--- src/rtl/shutter_pkg.sv ---
package shutter_pkg;
  localparam int SYNC_STAGES = 2;

  typedef struct packed {
    logic countInc;
    logic passStops;
  } ctrl_t;
endpackage

--- src/rtl/shutter_sync.sv ---
module shutter_sync #(
  parameter int STAGES = 2
) (
  input  logic clk,
  input  logic rst,
  input  logic asyncIn,
  output logic syncOut
);
  logic [STAGES-1:0] chain;

  always_ff @(posedge clk) begin
    if (rst) chain <= '0;
    else     chain <= {chain[STAGES-2:0], asyncIn};
  end

  assign syncOut = chain[STAGES-1];
endmodule

--- src/rtl/shutter_ctrl.sv ---
module shutter_ctrl
  import shutter_pkg::*;
(
  input  logic  clk,
  input  logic  rst,
  input  logic  extStart,
  input  logic  intStart,
  input  logic  shutSync,
  output ctrl_t ctrl
);
  logic windowOpen;
  logic blockReg;
  logic startNow;

  assign startNow = extStart | intStart;

  always_ff @(posedge clk) begin
    if (rst) begin
      windowOpen <= 1'b0;
      blockReg   <= 1'b0;
    end else if (startNow) begin
      windowOpen <= 1'b1;
      blockReg   <= shutSync;
    end
  end

  always_comb begin
    ctrl.countInc  = startNow;
    ctrl.passStops = startNow ? ~shutSync : (windowOpen & ~blockReg);
  end
endmodule

--- src/rtl/shutter_dp.sv ---
module shutter_dp
  import shutter_pkg::*;
#(
  parameter int NUM_CH = 8,
  parameter int DATA_W = 16,
  parameter int CNT_W  = 32
) (
  input  logic                     clk,
  input  logic                     rst,
  input  ctrl_t                    ctrl,
  input  logic [NUM_CH-1:0]        stopValid,
  input  logic [NUM_CH*DATA_W-1:0] stopData,
  output logic [NUM_CH-1:0]        outValid,
  output logic [NUM_CH*DATA_W-1:0] outData,
  output logic [CNT_W-1:0]         startCount
);
  localparam logic [CNT_W-1:0] ONE = CNT_W'(1);

  always_ff @(posedge clk) begin
    if (rst)                startCount <= '0;
    else if (ctrl.countInc) startCount <= startCount + ONE;
  end

  for (genvar ch = 0; ch < NUM_CH; ch++) begin : g_chan
    logic keep;
    assign keep = stopValid[ch] & ctrl.passStops;

    always_ff @(posedge clk) begin
      if (rst) begin
        outValid[ch]                 <= 1'b0;
        outData[ch*DATA_W +: DATA_W] <= '0;
      end else begin
        outValid[ch]                 <= keep;
        outData[ch*DATA_W +: DATA_W] <= keep ? stopData[ch*DATA_W +: DATA_W] : '0;
      end
    end
  end
endmodule

--- src/rtl/start_gated_shutter.sv ---
module start_gated_shutter
  import shutter_pkg::*;
#(
  parameter int NUM_CH = 8,
  parameter int DATA_W = 16,
  parameter int CNT_W  = 32
) (
  input  logic                     clk,
  input  logic                     rst,
  input  logic                     extStart,
  input  logic                     intStart,
  input  logic                     shutterIn,
  input  logic [NUM_CH-1:0]        stopValid,
  input  logic [NUM_CH*DATA_W-1:0] stopData,
  output logic [NUM_CH-1:0]        outValid,
  output logic [NUM_CH*DATA_W-1:0] outData,
  output logic [CNT_W-1:0]         startCount
);
  logic  shutSync;
  ctrl_t ctrl;

  shutter_sync #(.STAGES(SYNC_STAGES)) u_sync (
    .clk(clk), .rst(rst), .asyncIn(shutterIn), .syncOut(shutSync)
  );

  shutter_ctrl u_ctrl (
    .clk(clk), .rst(rst), .extStart(extStart), .intStart(intStart),
    .shutSync(shutSync), .ctrl(ctrl)
  );

  shutter_dp #(.NUM_CH(NUM_CH), .DATA_W(DATA_W), .CNT_W(CNT_W)) u_dp (
    .clk(clk), .rst(rst), .ctrl(ctrl), .stopValid(stopValid),
    .stopData(stopData), .outValid(outValid), .outData(outData),
    .startCount(startCount)
  );
endmodule

--- config.mk ---
export PLATFORM = sky130hd
export DESIGN_NAME = start_gated_shutter
export DESIGN_NICKNAME = d
export VERILOG_FILES = /design/src/rtl/shutter_pkg.sv /design/src/rtl/shutter_sync.sv /design/src/rtl/shutter_ctrl.sv /design/src/rtl/shutter_dp.sv /design/src/rtl/start_gated_shutter.sv
export SDC_FILE = /design/constraint.sdc
export NUM_CORES = 1
export LEC_CHECK = 0
export ABC_AREA = 1
export BUFFER_PORTS_ARGS = -buffer_cell sky130_fd_sc_hd__buf_2
export CAP_MARGIN = 20
export CORE_MARGIN = 2
export CORE_UTILIZATION = 45
export CTS_BUF_LIST = sky130_fd_sc_hd__clkbuf_4 sky130_fd_sc_hd__clkbuf_8 sky130_fd_sc_hd__clkbuf_16
export DETAILED_ROUTE_END_ITERATION = 6
export MAX_ROUTING_LAYER = met4
export PLACE_DENSITY = 0.79
export SYNTH_ARGS = -nofsm -noshare
export SYNTH_HDL_FRONTEND = slang
export SYNTH_SLANG_ARGS = --single-unit
--- constraint.sdc ---
create_clock -name clk -period 3.7 [get_ports clk]
set_input_delay 0.74 -clock clk [delete_from_list [all_inputs] [get_ports clk]]
set_output_delay 0.74 -clock clk [all_outputs]
set_load 0.03 [all_outputs]
==> impl_results.md, run 1 <==
* Status: finished clean
* Reg2Reg Depth at 7
* Critical path type: reg -> out
* Share of layout cells above drive strength 1 at 44.13%
* P&R area growth vs syn at 34.27%
* Final Wtd Congestion at 0.9259
* Commonest non-fill, non-tap cell in the layout: buf_2
* CP max-delay cell: dfxtp_1
* CP Depth at 1
* Worst path top cell family by delay: flip-flops
* Final slew viol count at 0
* Worst Setup SP: u_dp.startCount[23]$_SDFFE_PP0P_
* DRT iter0 DRCs at 254
* Ports at 309
* Synth cell types at 31
* Synth Area per Inst at 9.426 µm²
* Site Rows at 43
* Sum of negative setup slack at 0 ps
* CP peak stage delay at 460 ps
* Yosys reg bits at 172
* Post-Synthesis Cell Area at 6466 µm²
* # port buffers at 308
* EDFF count, synth at 0
* Antenna violations before repair at 3
* Sequential fraction of the synthesis area at 53.25%
* Setup violations, final at 0
* Synth Warn # at 0
* Most frequent cells in the layout: buf_2 (308), dfxtp_1 (172), inv_1 (166), nor2_1 (103), nor2_4 (76)
* Root Buffer: clkbuf_16
* Clock period minus worst slack at 1861 ps
* Max Cap Viol at 0
* Vert. Die Dim at 123.9 µm
* DRT antenna net count at 0
* Pre-Repair DR Iteration Count at 4
* Highest Clock Rate at 537.4 MHz
* Worst clock skew at 10.11 ps
* Vias in the first global route at 4822
* Gate Count Post-Synth at 686
* Per-cell routed wire length at 13.31 µm
* Die area at 15340 µm²
* Total grt overflow at 0
* TritonCTS Buffers at 17
* Clock Path Buffers at 2
* Fin crit share at 50.29%
* Endpoints failing hold at 0
* CTS tree: yes
* Startpoint types: register
* Synth Flop Type: dfxtp_1
* DRC at 0
* Critical path endpoint category: primary output
* Worst EP arrival at 1120 ps
* CTS H-tree depth at 4
* Via density at 4.300
* Post-CTS Hold Buffers at 0
* FF-to-FF End: u_dp.startCount[19]$_SDFFE_PP0P_
* CP endpoint: startCount[23]
* Ys async rst share at 0%
* Die X at 123.9 µm
* Starting Density at 46.40%
* Post-CTS setup buffer count at 0
* Final Core Density at 62.31%
* CP cell instances: buf_2
* First-pass GRT wire length at 23300 µm
* Headroom to the max-slew limit at 64.89%
* Clk sinks at 172
* Min-Delay Path Class: reg -> reg
* Via count at 5143
* Syn_nets at 828
* Clk_lat worst skew at 420 ps
* Worst Max-Slew Pin Slew at 523.4 ps
* Clock-pin slew on the worst setup and hold paths at 60 ps
* WL final at 15920 µm
* Cts repair resizes at 0
* NumNets Final at 1143
* Buf+Inv Stages, Crit Path at 1
* RSZ-0062 raised after global routing: false
* Leakage Power at 4.665 nW
* FF-to-FF Start: u_dp.startCount[12]$_SDFFE_PP0P_
* Top cells by area, synth: dfxtp_1 (53%), nor2_4 (13%), inv_1 (9.6%)
* CP required at 2960 ps
* Synth top area share at 53.25%
* Max VDD drop at 0.4275 mV
* Worst hold slack at 396.6 ps
* Worst-path maximum fanout at 6
* Worst R2R Setup Slack at 2090 ps
* WHS Path Cells at 2
* All-Layer GR Usage at 20.92%
* DPL Wire Length at 12240 µm
* Largest net degree at the start of global routing at 20
* Core area at 13930 µm²
* Synth area leader: dfxtp_1
* Power Dens Cells at 495.8 nW/µm²
==> per-layer routing <==
metal | vias up | part of all wire, % | routed length (µm) | track usage, %
met1 | 2304 | 36 | 5804 | 21.91
li1 | 2608 | - | - | -
met4 | 0 | 1.6 | 261 | 6.960
met3 | 19 | 9.0 | 1430 | 8.196
met5 | - | 0 | 0 | -
met2 | 212 | 53 | 8419 | 36.02
==> registers in the layout (all words and copies together), names as in the netlist <==
name / flops
u_dp.outData: 128
u_dp.startCount: 32
u_dp.outValid: 8
u_sync.chain: 2
u_ctrl.blockReg: 1
u_ctrl.windowOpen: 1
==> per-stage QoR <==
stage,cell area (µm²),power (mW),worst slack [ps],cells
2_1_floorplan,6466,2.309,2051,686
3_3_place_gp,8041,2.450,1566,1162
3_5_place_dp,8041,2.459,1569,1162
4_1_cts,8675,4.347,1832,1193
5_1_grt,8682,4.464,1795,1196
6_report,8682,4.305,1839,1196
==> area by class of cell <==
| cell class | instances | area (µm²) |
|---|---|---|
| Tap cell | 180 | 225.2 |
| Clock inverter | 10 | 165.2 |
| Inverter | 171 | 658.1 |
| Sequential cell | 172 | 3443 |
| Antenna cell | 3 | 7.507 |
| Timing Repair Buffer | 308 | 1541 |
| Clock buffer | 21 | 467.9 |
| Multi-Input combinational cell | 331 | 2173 |
| Fill cell | 1216 | 5253 |
==> kinds of logic (layout without fill, tap and decap cells) <==
group / Yosys count / after routing / share of synthesized area, %
AO/OA/AOI/OAI: 25 / 25 / 1.993
XOR/XNOR: 7 / 7 / 0.9482
adder cells (fa/ha/maj): 1 / 1 / 0.1935
buffers and inverters: 183 / 510 / 13.14
flip-flops: 172 / 172 / 53.25
other: 0 / 3 / 0
AND/OR/NAND/NOR: 298 / 298 / 30.48
==> worst min path at each step <==
stage	to	start	slack, ps
after floorplan	u_sync.chain[1]$_SDFF_PP0_	u_sync.chain[0]$_SDFF_PP0_	390
after global placement	u_sync.chain[1]$_SDFF_PP0_	u_sync.chain[0]$_SDFF_PP0_	390
after detailed placement	u_sync.chain[1]$_SDFF_PP0_	u_sync.chain[0]$_SDFF_PP0_	390
after CTS	u_sync.chain[1]$_SDFF_PP0_	u_sync.chain[0]$_SDFF_PP0_	400
after global routing	u_sync.chain[1]$_SDFF_PP0_	u_sync.chain[0]$_SDFF_PP0_	430
final	u_sync.chain[1]$_SDFF_PP0_	u_sync.chain[0]$_SDFF_PP0_	400
==> cells in the mapped netlist (4+ instances only) <==
| master | number |
|---|---|
| nand2_8 | 9 |
| nor2_2 | 10 |
| nor3_1 | 4 |
| inv_1 | 166 |
| a21oi_1 | 14 |
| nand3_1 | 15 |
| dfxtp_1 | 172 |
| xor2_1 | 5 |
| nand2_1 | 62 |
| nor2_1 | 103 |
| nor2_4 | 76 |
| nand4_1 | 9 |
| o21ai_0 | 7 |
| buf_12 | 8 |
==> report_power, final <==
group	total [mW]	switching, mW	internal (mW)
logic	0.476	0.324	0.151
registers	1.94	0.0198	1.92
clock network	1.89	0.711	1.18
(Power assumes the default switching activity.)
==> run 2: changes to the inputs <==
- ABC_AREA: 1 -> 0
- CORE_AREA: default -> 2 2 118 120
- CORE_MARGIN: 2 -> default
- CORE_UTILIZATION: 45 -> default
- DIE_AREA: default -> 0 0 120 122
- PLACE_DENSITY: 0.79 -> 0.75
- clock period: 3.7 -> 1.8 ns (I/O delays scaled with it)
==> run 2 against run 1 <==
Compared with the run above: area after synthesis decreased by 17%; critical path type is now reg -> reg; wire length decreased by 5.6%; clock-buffer cell count decreased by 2; register-to-register slack got worse by 2000 ps; worst hold slack got worse by 240 ps; non-clock buffer count increased by 36; first-iteration DRC count increased by 8.3%; via count decreased by 6.7%.
==> impl_results.md, run 2 <==
* Status: finished clean
* Worst R2R Setup Slack at 80 ps
* Antenna violations before repair at 2
* CP max-delay cell: dfxtp_1
* Site Rows at 43
* Highest Clock Rate at 582.7 MHz
* EDFF count, synth at 0
* DRT iter0 DRCs at 275
* Core area at 13500 µm²
* Vert. Die Dim at 122 µm
* Clock-pin slew on the worst setup and hold paths at 70 ps
* RSZ-0062 raised after global routing: true
* Hold path start: shutterIn
* Clk_lat worst skew at 420 ps
* Synth Area per Inst at 11.04 µm²
* Worst clock skew at 7.632 ps
* Buf+Inv Stages, Crit Path at 0
* Top Registers: u_dp.outData: 128 flops, u_dp.startCount: 32 flops, u_dp.outValid: 8 flops
* DRT antenna net count at 0
* Fin crit share at 95.34%
* Endpoints failing hold at 0
* FF-to-FF End: u_dp.startCount[28]$_SDFFE_PP0P_
* CP cell instances: and4_1 > nand3_1 > nor4_1 > mux2_2
* Fill count at 1227
* Max Cap Viol at 0
* Ys async rst share at 0%
* Yosys reg bits at 172
* DRC at 0
* Reg2Reg Depth at 4
* GR Layer Usage met2 at 31.75%
* Share of layout cells above drive strength 1 at 48.31%
* Clock period minus worst slack at 1716 ps
* Area post-placement at 7301 µm²
* DPL Wire Length at 11040 µm
* Setup violations, final at 0
* Most frequent cells in the layout: buf_2 (308), dfxtp_1 (157), and3_1 (133), buf_4 (32)
* Met1 usage at 23.90%
* WHS Path Cells at 2
* Die X at 120 µm
* CP required at 2110 ps
* TritonCTS Buffers at 17
* P&R area growth vs syn at 47.07%
* Startpoint types: register
* All-Layer GR Usage at 20.30%
* Final Wtd Congestion at 0.8020
* Max VDD drop at 0.5875 mV
* Synth top area share at 64.28%
* Register area at 3462 µm²
* Via count at 4800
* Post-synth top cells: dfxtp_1 (172), and3_1 (133), clkbuf_1 (23)
* Min-Delay Path Class: in -> reg
* Final slew viol count at 0
* Starting Density at 39.66%
* Root Buffer: clkbuf_16
* Hold Path End: u_sync.chain[0]$_SDFF_PP0_
* GRT Max-Usage Layer: met2
* NumNets Final at 957
* Worst Max-Slew Pin Slew at 438.1 ps
* Critical path type: reg -> reg
* Multi-input logic area at 1775 µm²
* Via density at 4.748
* Dpl cells at 976
* Largest net degree at the start of global routing at 70
* Worst path top cell family by delay: simple AND/OR/NAND/NOR gates
* Commonest non-fill, non-tap cell in the layout: buf_2
* Clock Path Buffers at 2
* CP peak stage delay at 410 ps
* Headroom to the max-slew limit at 70.76%
* # port buffers at 308
* Met3 Usage GRT at 6.835%
* Most common cell in the netlist: dfxtp_1
* Critical path endpoint category: register
* Post-Layout Cell Count at 1011
* Largest register by flop count: u_dp.outData
* Leakage Power at 4.317 nW
* Clk sinks at 172
* Gate Count Post-Synth at 485
* Total grt overflow at 0
* CTS tree: yes
* Vias in the first global route at 4367
* Die area at 14640 µm²
* Power Dens Cells at 1034 nW/µm²
* FF-to-FF Start: u_dp.startCount[16]$_SDFFE_PP0P_
* Sequential fraction of the synthesis area at 64.28%
* Post-CTS setup buffer count at 0
* Worst-path maximum fanout at 6
* Top cells by area, synth: dfxtp_1 (64%), and3_1 (16%), a21oi_1 (1.8%)
* Ports at 309
* Synth Flop Type: dfxtp_1
* Per-cell routed wire length at 14.85 µm
* CTS H-tree depth at 4
* Post-route cell area at 7878 µm²
* Pre-Repair DR Iteration Count at 4
* Synth cell types at 31
* Post-Synthesis Cell Area at 5356 µm²
* WL final at 15020 µm
* Max FFs per register at 128
* Synth area leader: dfxtp_1
* First-pass GRT wire length at 22090 µm
* Syn_nets at 627
* Worst EP arrival at 2020 ps
* Synth Warn # at 0
* Sum of negative setup slack at 0 ps
-- run 2: cell types whose count changed after synthesis, sizes merged, moves of 5 or more --
cell	change
clkbuf	+26
and2	+7
nor2	-174
a21oi	+6
nand2	-62
inv	-170
and4	+5
nand3	-6
or4	+12
and3	+133
nor2b	+5
o31ai	+12
buf	-5
-- run 2: per-layer routing --
layer	share of wire, %	up-vias
met5	0	-
met4	1.7	0
met3	9.0	20
met2	49	195
met1	40	2196
li1	-	2389
-- run 2: area by class of cell --
cell class / count / share of cell area [%]
multi-input combinational: 280 / 22.54
timing repair buffer: 344 / 23.52
sequential: 172 / 43.95
tap: 180 / 2.859
clock inverter: 13 / 1.366
antenna: 3 / 0.09530
clock buffer: 19 / 5.670
-- run 2: worst max path at each step --
stage	startpoint	end	slack, ps	depth (start not counted)
after detailed placement	intStart	u_dp.outData[37]$_SDFF_PP0_	40	7
after floorplan	u_dp.startCount[4]$_SDFFE_PP0P_	u_dp.startCount[31]$_SDFFE_PP0P_	-7	6
after global routing	u_dp.startCount[16]$_SDFFE_PP0P_	u_dp.startCount[31]$_SDFFE_PP0P_	-50	4
after global placement	intStart	u_dp.outData[33]$_SDFF_PP0_	90	7
final	u_dp.startCount[16]$_SDFFE_PP0P_	u_dp.startCount[28]$_SDFFE_PP0P_	80	4
after CTS	u_dp.startCount[12]$_SDFFE_PP0P_	u_dp.startCount[27]$_SDFFE_PP0P_	60	5
-- run 2: logic make-up after synthesis --
logic type / share of synthesized area, %
AND/OR/NAND/NOR: 25.18
flip-flops: 64.28
AO/OA/AOI/OAI: 5.092
buffers and inverters: 2.780
XOR/XNOR: 1.799
multiplexers: 0.6306
adder cells (fa/ha/maj): 0.2336
-- run 2: metrics by stage --
stage | hold WS [ps] | utilization, % | total power, mW | worst slack (ps)
after floorplan | 413.8 | - | 4.481 | -6.719
after global placement | 422.8 | 54.06 | 4.819 | 92.92
after detailed placement | 435.1 | 54.06 | 4.827 | 41.48
after CTS | 137.8 | 58.17 | 8.234 | 63.52
after global routing | 143.2 | 58.30 | 8.478 | -45.20
final | 159.5 | 58.33 | 8.145 | 83.90
-- run 2: repair_timing --
action	CTS	global route
hold buffers	0	0
gates resized for setup	0	6
setup endpoints to repair	0	11
-- run 2: where the power goes --
group / internal, mW / total [mW] / switching (mW)
Sequential: 3.94 / 3.97 / 0.0375
Combinational: 0.280 / 0.764 / 0.484
Clock: 1.85 / 3.41 / 1.56
